File: src/rtl/cmp_timer_pkg.sv
package cmp_timer_pkg;

  typedef enum logic [1:0] {
    ADDR_CTRL = 2'd0,
    ADDR_CMP0 = 2'd1,
    ADDR_CMP1 = 2'd2,
    ADDR_NONE = 2'd3
  } regAddrE;

  typedef enum logic [1:0] {
    SEL_DIV1  = 2'd0,
    SEL_DIV4  = 2'd1,
    SEL_DIV16 = 2'd2,
    SEL_EXT   = 2'd3
  } clkSelE;

  // control word bit positions
  localparam int RunBit    = 0;
  localparam int SelLo     = 1;
  localparam int SelHi     = 2;
  localparam int ClrBit    = 3;
  localparam int DblBufBit = 4;

  // strobes from control to datapath
  typedef struct packed {
    logic countEn;     // one count step this cycle
    logic holdZero;    // channel stopped: force counter to zero
    logic clrOnMatch;  // clear-on-match with compare 1
  } dpStrobeT;

endpackage

File: src/rtl/cmp_timer_ctrl.sv
module cmp_timer_ctrl
  import cmp_timer_pkg::*;
#(
  parameter int CntW       = 16,
  parameter int SyncStages = 2
) (
  input  logic                   clk,
  input  logic                   rstN,
  input  logic                   regWe,
  input  logic [1:0]             regAddr,
  input  logic [CntW-1:0]        regWdata,
  input  logic                   tickDiv1,
  input  logic                   tickDiv4,
  input  logic                   tickDiv16,
  input  logic                   extClkIn,
  input  logic                   reloadHit,
  output dpStrobeT               strb,
  output logic [1:0][CntW-1:0]   cmpAct
);

  localparam int SyncTop = SyncStages - 1;
  localparam int NumCmp  = 2;

  logic   runQ;
  logic   clrEnQ;
  logic   dblBufQ;
  clkSelE clkSelQ;

  logic ctrlWr;
  assign ctrlWr = regWe && (regAddr == ADDR_CTRL);

  always_ff @(posedge clk or negedge rstN) begin
    if (!rstN) begin
      runQ    <= 1'b0;
      clrEnQ  <= 1'b0;
      dblBufQ <= 1'b0;
      clkSelQ <= SEL_DIV1;
    end else if (ctrlWr) begin
      runQ    <= regWdata[RunBit];
      clrEnQ  <= regWdata[ClrBit];
      dblBufQ <= regWdata[DblBufBit];
      clkSelQ <= clkSelE'(regWdata[SelHi:SelLo]);
    end
  end

  // synchronizer for the external count clock
  logic [SyncTop:0] syncQ;
  logic             extPrevQ;
  logic             extEdge;

  generate
    if (SyncStages == 1) begin : g_sync1
      always_ff @(posedge clk or negedge rstN) begin
        if (!rstN) syncQ <= '0;
        else       syncQ <= extClkIn;
      end
    end else begin : g_syncN
      always_ff @(posedge clk or negedge rstN) begin
        if (!rstN) syncQ <= '0;
        else       syncQ <= {syncQ[SyncTop-1:0], extClkIn};
      end
    end
  endgenerate

  always_ff @(posedge clk or negedge rstN) begin
    if (!rstN) extPrevQ <= 1'b0;
    else       extPrevQ <= syncQ[SyncTop];
  end

  assign extEdge = syncQ[SyncTop] & ~extPrevQ;

  logic tickSel;
  always_comb begin
    unique case (clkSelQ)
      SEL_DIV1:  tickSel = tickDiv1;
      SEL_DIV4:  tickSel = tickDiv4;
      SEL_DIV16: tickSel = tickDiv16;
      SEL_EXT:   tickSel = extEdge;
      default:   tickSel = 1'b0;
    endcase
  end

  assign strb.countEn    = runQ & tickSel;
  assign strb.holdZero   = ~runQ;
  assign strb.clrOnMatch = clrEnQ;

  // writes pass straight to the active register unless buffered and running
  logic passThru;
  logic doReload;
  assign passThru = ~dblBufQ | ~runQ;
  assign doReload = reloadHit & dblBufQ & runQ;

  generate
    for (genvar k = 0; k < NumCmp; k++) begin : g_cmp
      logic [CntW-1:0] bufQ;
      logic [CntW-1:0] actQ;
      logic            wrHit;

      assign wrHit = regWe && (regAddr == ((k == 0) ? ADDR_CMP0 : ADDR_CMP1));

      always_ff @(posedge clk or negedge rstN) begin
        if (!rstN) begin
          bufQ <= '0;
          actQ <= '0;
        end else begin
          if (wrHit) bufQ <= regWdata;
          if (wrHit && passThru) actQ <= regWdata;
          else if (doReload)     actQ <= bufQ;
        end
      end

      assign cmpAct[k] = actQ;
    end
  endgenerate


  stopped_write_chk: assert property (@(posedge clk) disable iff (!rstN)
    (regWe && regAddr == ADDR_CMP1 && !runQ) |=> (cmpAct[1] == $past(regWdata)));


  buffered_hold_chk: assert property (@(posedge clk) disable iff (!rstN)
    (dblBufQ && runQ && !reloadHit) |=> $stable(cmpAct[1]));


  ext_edge_chk: assert property (@(posedge clk) disable iff (!rstN)
    extEdge |=> !extEdge);

endmodule

File: src/rtl/cmp_timer_dp.sv
module cmp_timer_dp
  import cmp_timer_pkg::*;
#(
  parameter int CntW = 16
) (
  input  logic                  clk,
  input  logic                  rstN,
  input  dpStrobeT              strb,
  input  logic [1:0][CntW-1:0]  cmpAct,
  output logic [CntW-1:0]       cnt,
  output logic [1:0]            matchPulse,
  output logic                  ovfIrq,
  output logic                  reloadHit
);

  localparam int NumCmp = 2;
  localparam logic [CntW-1:0] CntMax = {CntW{1'b1}};

  logic [CntW-1:0] cntQ;
  logic            advQ;   // counter stepped in the previous cycle
  logic            ovfQ;
  logic [NumCmp-1:0] eq;

  generate
    for (genvar k = 0; k < NumCmp; k++) begin : g_eq
      assign eq[k]         = (cntQ == cmpAct[k]);
      assign matchPulse[k] = advQ & eq[k] & ~strb.holdZero;
    end
  endgenerate

  logic clearHit;
  logic wrapHit;
  assign clearHit  = strb.clrOnMatch & eq[1];
  assign wrapHit   = strb.countEn & (cntQ == CntMax) & ~clearHit;
  assign reloadHit = matchPulse[1];

  always_ff @(posedge clk or negedge rstN) begin
    if (!rstN) begin
      cntQ <= '0;
      advQ <= 1'b0;
      ovfQ <= 1'b0;
    end else if (strb.holdZero) begin
      cntQ <= '0;
      advQ <= 1'b0;
      ovfQ <= 1'b0;
    end else if (strb.countEn) begin
      cntQ <= clearHit ? '0 : cntQ + 1'b1;
      advQ <= 1'b1;
      ovfQ <= wrapHit;
    end else begin
      advQ <= 1'b0;
      ovfQ <= 1'b0;
    end
  end

  assign cnt    = cntQ;
  assign ovfIrq = ovfQ;


  hold_zero_chk: assert property (@(posedge clk) disable iff (!rstN)
    strb.holdZero |=> (cntQ == '0) && !ovfQ);


  stable_cnt_chk: assert property (@(posedge clk) disable iff (!rstN)
    (!strb.countEn && !strb.holdZero) |=> $stable(cntQ));


  ovf_zero_chk: assert property (@(posedge clk) disable iff (!rstN)
    ovfQ |-> (cntQ == '0) && ($past(cntQ) == CntMax));


  clear_match_chk: assert property (@(posedge clk) disable iff (!rstN)
    (matchPulse[1] && strb.clrOnMatch && strb.countEn) |=> (cntQ == '0));


  match_step_chk: assert property (@(posedge clk) disable iff (!rstN)
    matchPulse[0] |-> $past(strb.countEn));

endmodule

File: src/rtl/cmp_timer_chan.sv
module cmp_timer_chan
  import cmp_timer_pkg::*;
#(
  parameter int CntW       = 16,
  parameter int SyncStages = 2
) (
  input  logic            clk,
  input  logic            rstN,
  input  logic            regWe,
  input  logic [1:0]      regAddr,
  input  logic [CntW-1:0] regWdata,
  input  logic            tickDiv1,
  input  logic            tickDiv4,
  input  logic            tickDiv16,
  input  logic            extClkIn,
  output logic [CntW-1:0] countVal,
  output logic            match0Pulse,
  output logic            match1Pulse,
  output logic            ovfIrq
);

  dpStrobeT             strb;
  logic [1:0][CntW-1:0] cmpAct;
  logic [1:0]           matchPulse;
  logic                 reloadHit;

  cmp_timer_ctrl #(.CntW(CntW), .SyncStages(SyncStages)) u_ctrl (
    .clk       (clk),
    .rstN      (rstN),
    .regWe     (regWe),
    .regAddr   (regAddr),
    .regWdata  (regWdata),
    .tickDiv1  (tickDiv1),
    .tickDiv4  (tickDiv4),
    .tickDiv16 (tickDiv16),
    .extClkIn  (extClkIn),
    .reloadHit (reloadHit),
    .strb      (strb),
    .cmpAct    (cmpAct)
  );

  cmp_timer_dp #(.CntW(CntW)) u_dp (
    .clk        (clk),
    .rstN       (rstN),
    .strb       (strb),
    .cmpAct     (cmpAct),
    .cnt        (countVal),
    .matchPulse (matchPulse),
    .ovfIrq     (ovfIrq),
    .reloadHit  (reloadHit)
  );

  assign match0Pulse = matchPulse[0];
  assign match1Pulse = matchPulse[1];

endmodule

File: config.mk
export PLATFORM = sky130hd
export DESIGN_NAME = cmp_timer_chan
export DESIGN_NICKNAME = d
export VERILOG_FILES = /design/src/rtl/cmp_timer_pkg.sv /design/src/rtl/cmp_timer_ctrl.sv /design/src/rtl/cmp_timer_dp.sv /design/src/rtl/cmp_timer_chan.sv
export SDC_FILE = /design/constraint.sdc
export NUM_CORES = 1
export LEC_CHECK = 0
export BUFFER_PORTS_ARGS = -buffer_cell sky130_fd_sc_hd__buf_2
export CAP_MARGIN = 20
export CORE_MARGIN = 5
export CORE_UTILIZATION = 50
export CTS_CLUSTER_DIAMETER = 200
export CTS_CLUSTER_SIZE = 14
export DETAILED_ROUTE_END_ITERATION = 6
export PLACE_DENSITY_LB_ADDON = 0.3
export SLEW_MARGIN = 10
export SYNTH_ARGS = -nofsm -noshare
export SYNTH_HDL_FRONTEND = slang
export SYNTH_SLANG_ARGS = --single-unit
File: constraint.sdc
create_clock -name clk -period 2.05 [get_ports clk]
set_input_delay 0.1025 -clock clk [delete_from_list [all_inputs] [get_ports clk]]
set_output_delay 0.1025 -clock clk [all_outputs]
set_load 0.005 [all_outputs]
==> impl_metrics.toml, run 1 <==
[setup_path]
crit_path_max_fanout = 6
worst-path-buf-inv = 1
setup.worst_path.start_class = "register"
worstPathRequired_ns = 1.95
critPathKind = "reg -> out"
worst_path_max_delay_cell = "sky130_fd_sc_hd__dfrtp_1"
critPathCaptureType = "primary output"
critical_path.max_stage_delay_ns = 0.44
crit_path_cell_trace = "xor2_1 > nor4_2 > and4_4 > and3_1 > buf_2"
critical-path-top-delay-family = "simple AND/OR/NAND/NOR gates"
arrival_time_of_the_worst_setup_path_ns = 1.93

[layout]
layout.nets = 454
final_core_util_pct = 60.09
stdcell_area_mm2 = 0.005164
antennaDiodeCount = 0
flow.area_growth_from_synthesis_pct = 18.87
drive_above_1_share_pct = 39.26

[global_route]
gr-usage-met2_pct = 32.22
gr-usage-met3_pct = 4.359
first_global_vias = 3116
grt_antenna_before_repair = 0
grt_busiest_layer = "met2"
first_pass_grt_wire_length_um = 16920
gr-usage-all-layers_pct = 21.40
groute.layer.met1.usage_pct = 31.04
grt_start_max_net_pins = 42
grt_overflow = 0

[cts]
clkSinkCount = 90
worstSkewPairLatency_ns = 0.36
ctsHtreeMaxLevel = 3
clock_tree.buffer_depth = 2
cts_inserted_buffers = 9
ctsRootBufferMaster = "sky130_fd_sc_hd__clkbuf_8"
cts_tree = "yes"
clk_pin_slew_ns = 0.10

[route]
drt-pass1-iter-count = 4
drc_errors = 0
vias_per_cell = 5.762
routed_wire_length_per_instance_um = 19.43
vias = 3117
drt-total-wl_um = 10510
first_iter_violations = 256
antenna_left = 0

[synth]
synthXorXnorAreaFrac_pct = 7.661
mapped_area_mm2 = 0.004344
synth_top_family_by_area = "simple AND/OR/NAND/NOR gates"
avg_cell_area_syn_um2 = 12.24
synth_nets = 381
ys_ff_latch = 90
leading_register_cell_type_out_of_synthesis = "sky130_fd_sc_hd__dfrtp_1"
synth.top_cells.by_area = "sky130_fd_sc_hd__dfrtp_1, sky130_fd_sc_hd__mux2_2, sky130_fd_sc_hd__o221a_2"
synth_largest_type_area_fraction_pct = 51.84
synth_edf_count = 0
ys_types = 42
yosysWarnings = 0
syn-instance-count = 355
sequential_area_share_after_synthesis_pct = 51.84
post_synth_fa_ha_maj_area_fraction_pct = 0.2880
synthSimpleGateAreaFrac_pct = 14.17
asyncSetResetFlopFracSynth_pct = 100.0
multiplexer_area_fraction_after_synthesis_pct = 10.11
synth_compound_area_share_pct = 12.67
most_area_hungry_cell_type_in_the_yosys_netlist = "sky130_fd_sc_hd__dfrtp_1"

[placed_design]
detailedPlacementHpwl_um = 7697
placement.io_buffers = 43
place_congestion = 0.8422
place_ws_ns = 0.01595
placed_cell_area_mm2 = 0.004827

[die]
number_of_rows_created_at_floorplan = 34
start_util_pct = 50.55
die_area_mm2 = 0.01065
die_x_um = 103.2
io_pins = 44
floorplan.die.height_um = 103.2
core_area_mm2 = 0.008593

[power_and_ir_drop]
peakVddDrop_v = 0.0004649
power_per_unit_of_standard_cell_area_mw_per_mm2 = 871.1
leakage_nw = 2.309
design_power_total_mw = 4.498

[status]
status = "completed"

[hold_path]
min-delay-path-class = "in -> reg"

[job]
drv.max_cap_violation_count = 0

[sta]
final_count_of_pins_violating_max_slew = 0
post-route-period-util_pct = 99.13
report.final.hold_viol_count = 0
period_minus_slack_ns = 2.032
totalNegativeSetupSlack_ns = 0
final_critical_path_setup_slack_ns = 0.01778
fin_skew_ns = 0.01417
slew-limit-headroom_pct = 63.76
tightestPinTransition_ns = 0.5436
timing.final.setup_violations = 0
unrepaired_setup_endpoints_after_global_routing = "true"
fmaxAchievable_mhz = 492.1
==> per-layer routing <==
metal / part of all wire (%) / wire, um
met5: 0 / 0
met4: 2.4 / 248
met3: 5.4 / 567
met2: 46 / 4864
met1: 46 / 4829
==> stage by stage <==
stage | hold slack [ns] | cells
floorplan | -0.1931 | 355
global placement | 0.1259 | 515
detailed placement | 0.1232 | 515
CTS | 0.002302 | 539
global route | 0.02035 | 541
finish | 0.009140 | 541
==> cell usage in the layout, fill, tap and decap left out, types with 3 or more instances in the layout <==
cell / instances
sky130_fd_sc_hd__dfrtp_1: 88
sky130_fd_sc_hd__buf_2: 42
sky130_fd_sc_hd__buf_4: 38
sky130_fd_sc_hd__mux2_2: 37
sky130_fd_sc_hd__xor2_1: 26
sky130_fd_sc_hd__or3_1: 23
sky130_fd_sc_hd__o221a_2: 21
sky130_fd_sc_hd__and2_1: 15
sky130_fd_sc_hd__xnor2_1: 12
sky130_fd_sc_hd__nand2_1: 12
sky130_fd_sc_hd__a221o_1: 12
sky130_fd_sc_hd__nor2_1: 11
sky130_fd_sc_hd__clkbuf_8: 10
sky130_fd_sc_hd__nand3_1: 9
sky130_fd_sc_hd__nand4_1: 7
sky130_fd_sc_hd__a221oi_1: 7
sky130_fd_sc_hd__nor4_2: 6
sky130_fd_sc_hd__a21o_1: 6
sky130_fd_sc_hd__dlygate4sd3_1: 5
sky130_fd_sc_hd__nand2b_1: 4
sky130_fd_sc_hd__and3_1: 3
sky130_fd_sc_hd__and4_1: 3
sky130_fd_sc_hd__inv_1: 3
sky130_fd_sc_hd__nand3b_1: 3
sky130_fd_sc_hd__o21ai_0: 3
==> registers in the layout, summed over array words and instances (netlist names) <==
name	flops
u_ctrl.clkSelQ	2
u_ctrl.clrEnQ	1
u_ctrl.dblBufQ	1
u_ctrl.extPrevQ	1
u_ctrl.g_cmp.actQ	32
u_ctrl.g_cmp.bufQ	32
u_ctrl.runQ	1
u_ctrl.syncQ	2
u_dp.advQ	1
u_dp.cnt	16
u_dp.ovfIrq	1
==> logic make-up (layout without fill, tap and decap cells) <==
kind of cell,count (synthesis),count (layout)
simple gates,103,103
flops,90,90
compound gates,58,58
xor+xnor,38,38
mux,38,38
buf+inv,27,105
fa+ha+maj,1,1
==> synth_stat cells (4+ instances only) <==
cell type                   n
sky130_fd_sc_hd__a221o_1   12
sky130_fd_sc_hd__xnor2_1   12
sky130_fd_sc_hd__nor4_2     4
sky130_fd_sc_hd__buf_2      9
sky130_fd_sc_hd__nand3_1    9
sky130_fd_sc_hd__dfrtp_1   90
sky130_fd_sc_hd__nand2b_1   4
sky130_fd_sc_hd__mux2_2    37
sky130_fd_sc_hd__o221a_2   21
sky130_fd_sc_hd__nor2_1    11
sky130_fd_sc_hd__nand4_1    7
sky130_fd_sc_hd__a21o_1     6
sky130_fd_sc_hd__xor2_1    26
sky130_fd_sc_hd__or3_1     23
sky130_fd_sc_hd__a221oi_1   7
sky130_fd_sc_hd__and2_1    15
sky130_fd_sc_hd__nand2_1   12
sky130_fd_sc_hd__clkbuf_1   9
==> where the power goes <==
part	leakage, nW	internal [mW]	switching, mW
Combinational	1.11	0.432	0.343
Clock	0.115	0.735	0.656
Sequential	1.09	2.07	0.261
==> final timing paths <==
check,slack [ns],endpoint,cells past startpoint,from
min reg2reg,0.36,u_ctrl.syncQ[1]$_DFF_PN0_,0,u_ctrl.syncQ[0]$_DFF_PN0_
min,0.009,u_ctrl.g_cmp[0].bufQ[5]$_DFFE_PN0P_,2,regWdata[5]
max in group asynchronous,1.10,u_ctrl.g_cmp[1].bufQ[8]$_DFFE_PN0P_,3,rstN
max,0.02,match1Pulse,5,u_dp.cnt[13]$_DFFE_PN0P_
max reg2reg,0.05,u_dp.cnt[4]$_DFFE_PN0P_,6,u_dp.cnt[13]$_DFFE_PN0P_
min in group asynchronous,0.27,u_dp.ovfIrq$_DFF_PN0_,2,rstN
==> cell type report <==
class / instances / area, um^2
clock buffer: 10 / 137.6
clock inverter: 6 / 96.34
fill: 709 / 3430
inverter: 3 / 11.26
multi-input combinational: 238 / 1963
sequential: 90 / 2255
tap: 108 / 135.1
timing repair buffer: 86 / 565.5
==> timing repair <==
item,in CTS,in global routing
resized for setup,2,2
hold buffers,4,1
pin swaps,4,3
hold endpoints to repair,43,1
setup buffers,4,1
endpoints found under the setup margin,5,8
Note: power is estimated with default switching activity, not from simulation.
==> inputs of run 2 (changes only) <==
Settings changed: ABC_AREA from default to 1, CORE_MARGIN 5 to default, CORE_UTILIZATION 50 to 35.
==> run 2 against run 1 <==
  * Clock power increased by 29%
  * Fmax increased by 5.5%
  * Flip-flop and latch count unchanged
  * Largest cell class unchanged
==> impl_metrics.toml, run 2 <==
[global_route]
first_global_vias = 3736
first_pass_grt_wire_length_um = 18980
grt_overflow = 0
grt_antenna_before_repair = 0
gr-usage-all-layers_pct = 18.24
grt_start_max_net_pins = 50

[setup_path]
critPathCaptureType = "primary output"
setup.worst_path.start_class = "register"
crit-reg2reg-capture = "u_ctrl.g_cmp[0].actQ[10]$_DFFE_PN0P_"
r2r.worst_path.cells = 10
arrival_time_of_the_worst_setup_path_ns = 1.82
critPathKind = "reg -> out"
r2r_setup_slack_ns = 0.18
crit_path_max_fanout = 7
worstPathRequired_ns = 1.95
worstReg2RegStart = "u_dp.cnt[12]$_DFFE_PN0P_"

[synth]
yosys.cell_count.top_type = "sky130_fd_sc_hd__nand2_1"
synth_edf_count = 0
multiplexer_area_fraction_after_synthesis_pct = 0
synth_compound_area_share_pct = 11.94
sequential_area_share_after_synthesis_pct = 49.74
synth_nets = 612
leading_register_cell_type_out_of_synthesis = "sky130_fd_sc_hd__dfrtp_1"
avg_cell_area_syn_um2 = 7.727
synth_top_family_by_area = "simple AND/OR/NAND/NOR gates"
yosysWarnings = 0
yosys-top-cells-count = "sky130_fd_sc_hd__nand2_1, sky130_fd_sc_hd__dfrtp_1, sky130_fd_sc_hd__o21ai_0, sky130_fd_sc_hd__inv_1, sky130_fd_sc_hd__nand3_1"
syn-instance-count = 586
synth.top_cells.by_area = "sky130_fd_sc_hd__dfrtp_1, sky130_fd_sc_hd__nand2_1, sky130_fd_sc_hd__o21ai_0"
ys_ff_latch = 90
post_synth_fa_ha_maj_area_fraction_pct = 0.2763
mapped_area_mm2 = 0.004528
synthSimpleGateAreaFrac_pct = 27.58
ys_types = 32
synthXorXnorAreaFrac_pct = 3.288
asyncSetResetFlopFracSynth_pct = 100.0
most_area_hungry_cell_type_in_the_yosys_netlist = "sky130_fd_sc_hd__dfrtp_1"
synth_largest_type_area_fraction_pct = 49.74

[power_and_ir_drop]
leakage_nw = 2.733
peakVddDrop_v = 0.0003552
power_per_unit_of_standard_cell_area_mw_per_mm2 = 924.3
design_power_total_mw = 4.951

[layout]
antennaDiodeCount = 0
flow.area_growth_from_synthesis_pct = 18.29
layout.cells.most_common = "sky130_fd_sc_hd__nand2_1"
drive_above_1_share_pct = 14.55
footprint_of_the_multi_input_gates_mm2 = 0.001953
final-seq-area_mm2 = 0.002253
nFillCells = 1318
most-common-layout-cells = "sky130_fd_sc_hd__nand2_1, sky130_fd_sc_hd__dfrtp_1, sky130_fd_sc_hd__o21ai_0"
final_core_util_pct = 42.45
layout.nets = 660

[sta]
totalNegativeSetupSlack_ns = 0
tightestPinTransition_ns = 0.4597
period_minus_slack_ns = 1.926
post-route-period-util_pct = 93.93
timing.final.setup_violations = 0
slew-limit-headroom_pct = 69.32
fin_skew_ns = 0.008607
final_count_of_pins_violating_max_slew = 0
report.final.hold_viol_count = 0
unrepaired_setup_endpoints_after_global_routing = "false"
fmaxAchievable_mhz = 519.3

[route]
antenna_left = 0
vias_per_cell = 4.972
routed_wire_length_per_instance_um = 13.42
vias = 4032
first_iter_violations = 319
drc_errors = 0
drt-total-wl_um = 10890
drt-pass1-iter-count = 5

[cts]
cts_inserted_buffers = 9
clkSinkCount = 90
clock_tree.buffer_depth = 2
clk_pin_slew_ns = 0.07
worstSkewPairLatency_ns = 0.34
cts_tree = "yes"
ctsRootBufferMaster = "sky130_fd_sc_hd__clkbuf_16"
ctsHtreeMaxLevel = 3

[hold_path]
worst_hold_startpoint = "regWdata[9]"
min_delay_worst_endpoint = "u_ctrl.g_cmp[0].bufQ[9]$_DFFE_PN0P_"
timing.hold.worst_path_depth = 3
min-delay-path-class = "in -> reg"

[placed_design]
placement.io_buffers = 43
detailedPlacementHpwl_um = 7852
place_congestion = 0.8993

[die]
die_x_um = 115.7
io_pins = 44
core_area_mm2 = 0.01262
floorplan.die.height_um = 115.7
number_of_rows_created_at_floorplan = 41
die_area_mm2 = 0.01340
start_util_pct = 35.88

[status]
status = "completed"

[job]
drv.max_cap_violation_count = 0
## run 2: cell types whose count changed after synthesis, sizes merged, moves of 12 or more
| cell | previous run | this run |
|---|---|---|
| and2 | 15 | 0 |
| nand3 | 9 | 42 |
| mux2 | 37 | 0 |
| or3 | 23 | 0 |
| nand2 | 12 | 221 |
| inv | 3 | 53 |
| o21ai | 4 | 91 |
| a221o | 12 | 0 |
| o221a | 21 | 0 |
## run 2: final cells by class
class	count	area share [%]
Clock inverter	7	1.869
Multi-Input combinational cell	417	36.46
Timing Repair Buffer	63	7.662
Clock buffer	9	4.205
Sequential cell	90	42.07
Tap cell	172	4.018
Inverter	53	3.714
## run 2: cells by family (layout without fill, tap and decap cells)
group,after synthesis,after routing
adder cells (fa/ha/maj),1,1
flip-flops,90,90
AO/OA/AOI/OAI,103,103
buffers and inverters,79,132
XOR/XNOR,17,17
AND/OR/NAND/NOR,296,296
## run 2: stage by stage
step	cell area, um^2	hold WS (ns)	instances	setup slack, ns
3_3_place_gp	4992	0.06575	791	0.06990
4_1_cts	5340	0.07307	809	0.1283
6_report	5356	0.07179	811	0.1244
3_5_place_dp	4992	0.07238	791	0.03956
5_1_grt	5356	0.1010	811	0.01248
2_1_floorplan	4528	-0.1931	586	0.4709
## run 2: worst max path at each step
stage	startpoint	end	slack, ns	depth (start not counted)
finish	u_dp.cnt[4]$_DFFE_PN0P_	match0Pulse	0.12	5
global route	u_dp.cnt[12]$_DFFE_PN0P_	u_ctrl.g_cmp[0].actQ[10]$_DFFE_PN0P_	0.01	10
CTS	u_dp.cnt[4]$_DFFE_PN0P_	match0Pulse	0.13	5
detailed placement	u_dp.cnt[0]$_DFFE_PN0P_	u_dp.cnt[12]$_DFFE_PN0P_	0.04	9
global placement	u_dp.cnt[0]$_DFFE_PN0P_	u_dp.cnt[11]$_DFFE_PN0P_	0.07	9
floorplan	u_dp.cnt[14]$_DFFE_PN0P_	u_dp.cnt[12]$_DFFE_PN0P_	0.47	9
## run 2: critical path: stages, from the launching register on
cell and delay [ns]:
sky130_fd_sc_hd__dfrtp_1 0.46, sky130_fd_sc_hd__or2_2 0.33, sky130_fd_sc_hd__a221oi_1 0.28, sky130_fd_sc_hd__nand3_1 0.11
sky130_fd_sc_hd__nor2_1 0.17, sky130_fd_sc_hd__buf_2 0.14
## run 2: repair_timing
action | CTS | global route
endpoints found under the setup margin | 2 | 1
gates resized for setup | 1 | 1
pin swaps | 0 | 1
hold endpoints to repair | 30 | 0
setup buffers | 0 | 2
hold buffers | 2 | 0
## run 2: metal layers
layer  vias to the layer above  share of wire, %  track usage (%)
met5                         -                 0                0
met4                         0               2.0            6.410
met3                        20               4.3            2.354
met2                       124                43            27.03
met1                      1907                50            27.35
li1                       1981                 -                -
## run 2: power breakdown
group	total (mW)	switching (mW)	internal (mW)	leakage, nW
registers	2.30	0.235	2.06	1.16
logic	0.860	0.506	0.354	1.42
clock network	1.80	0.717	1.08	0.154
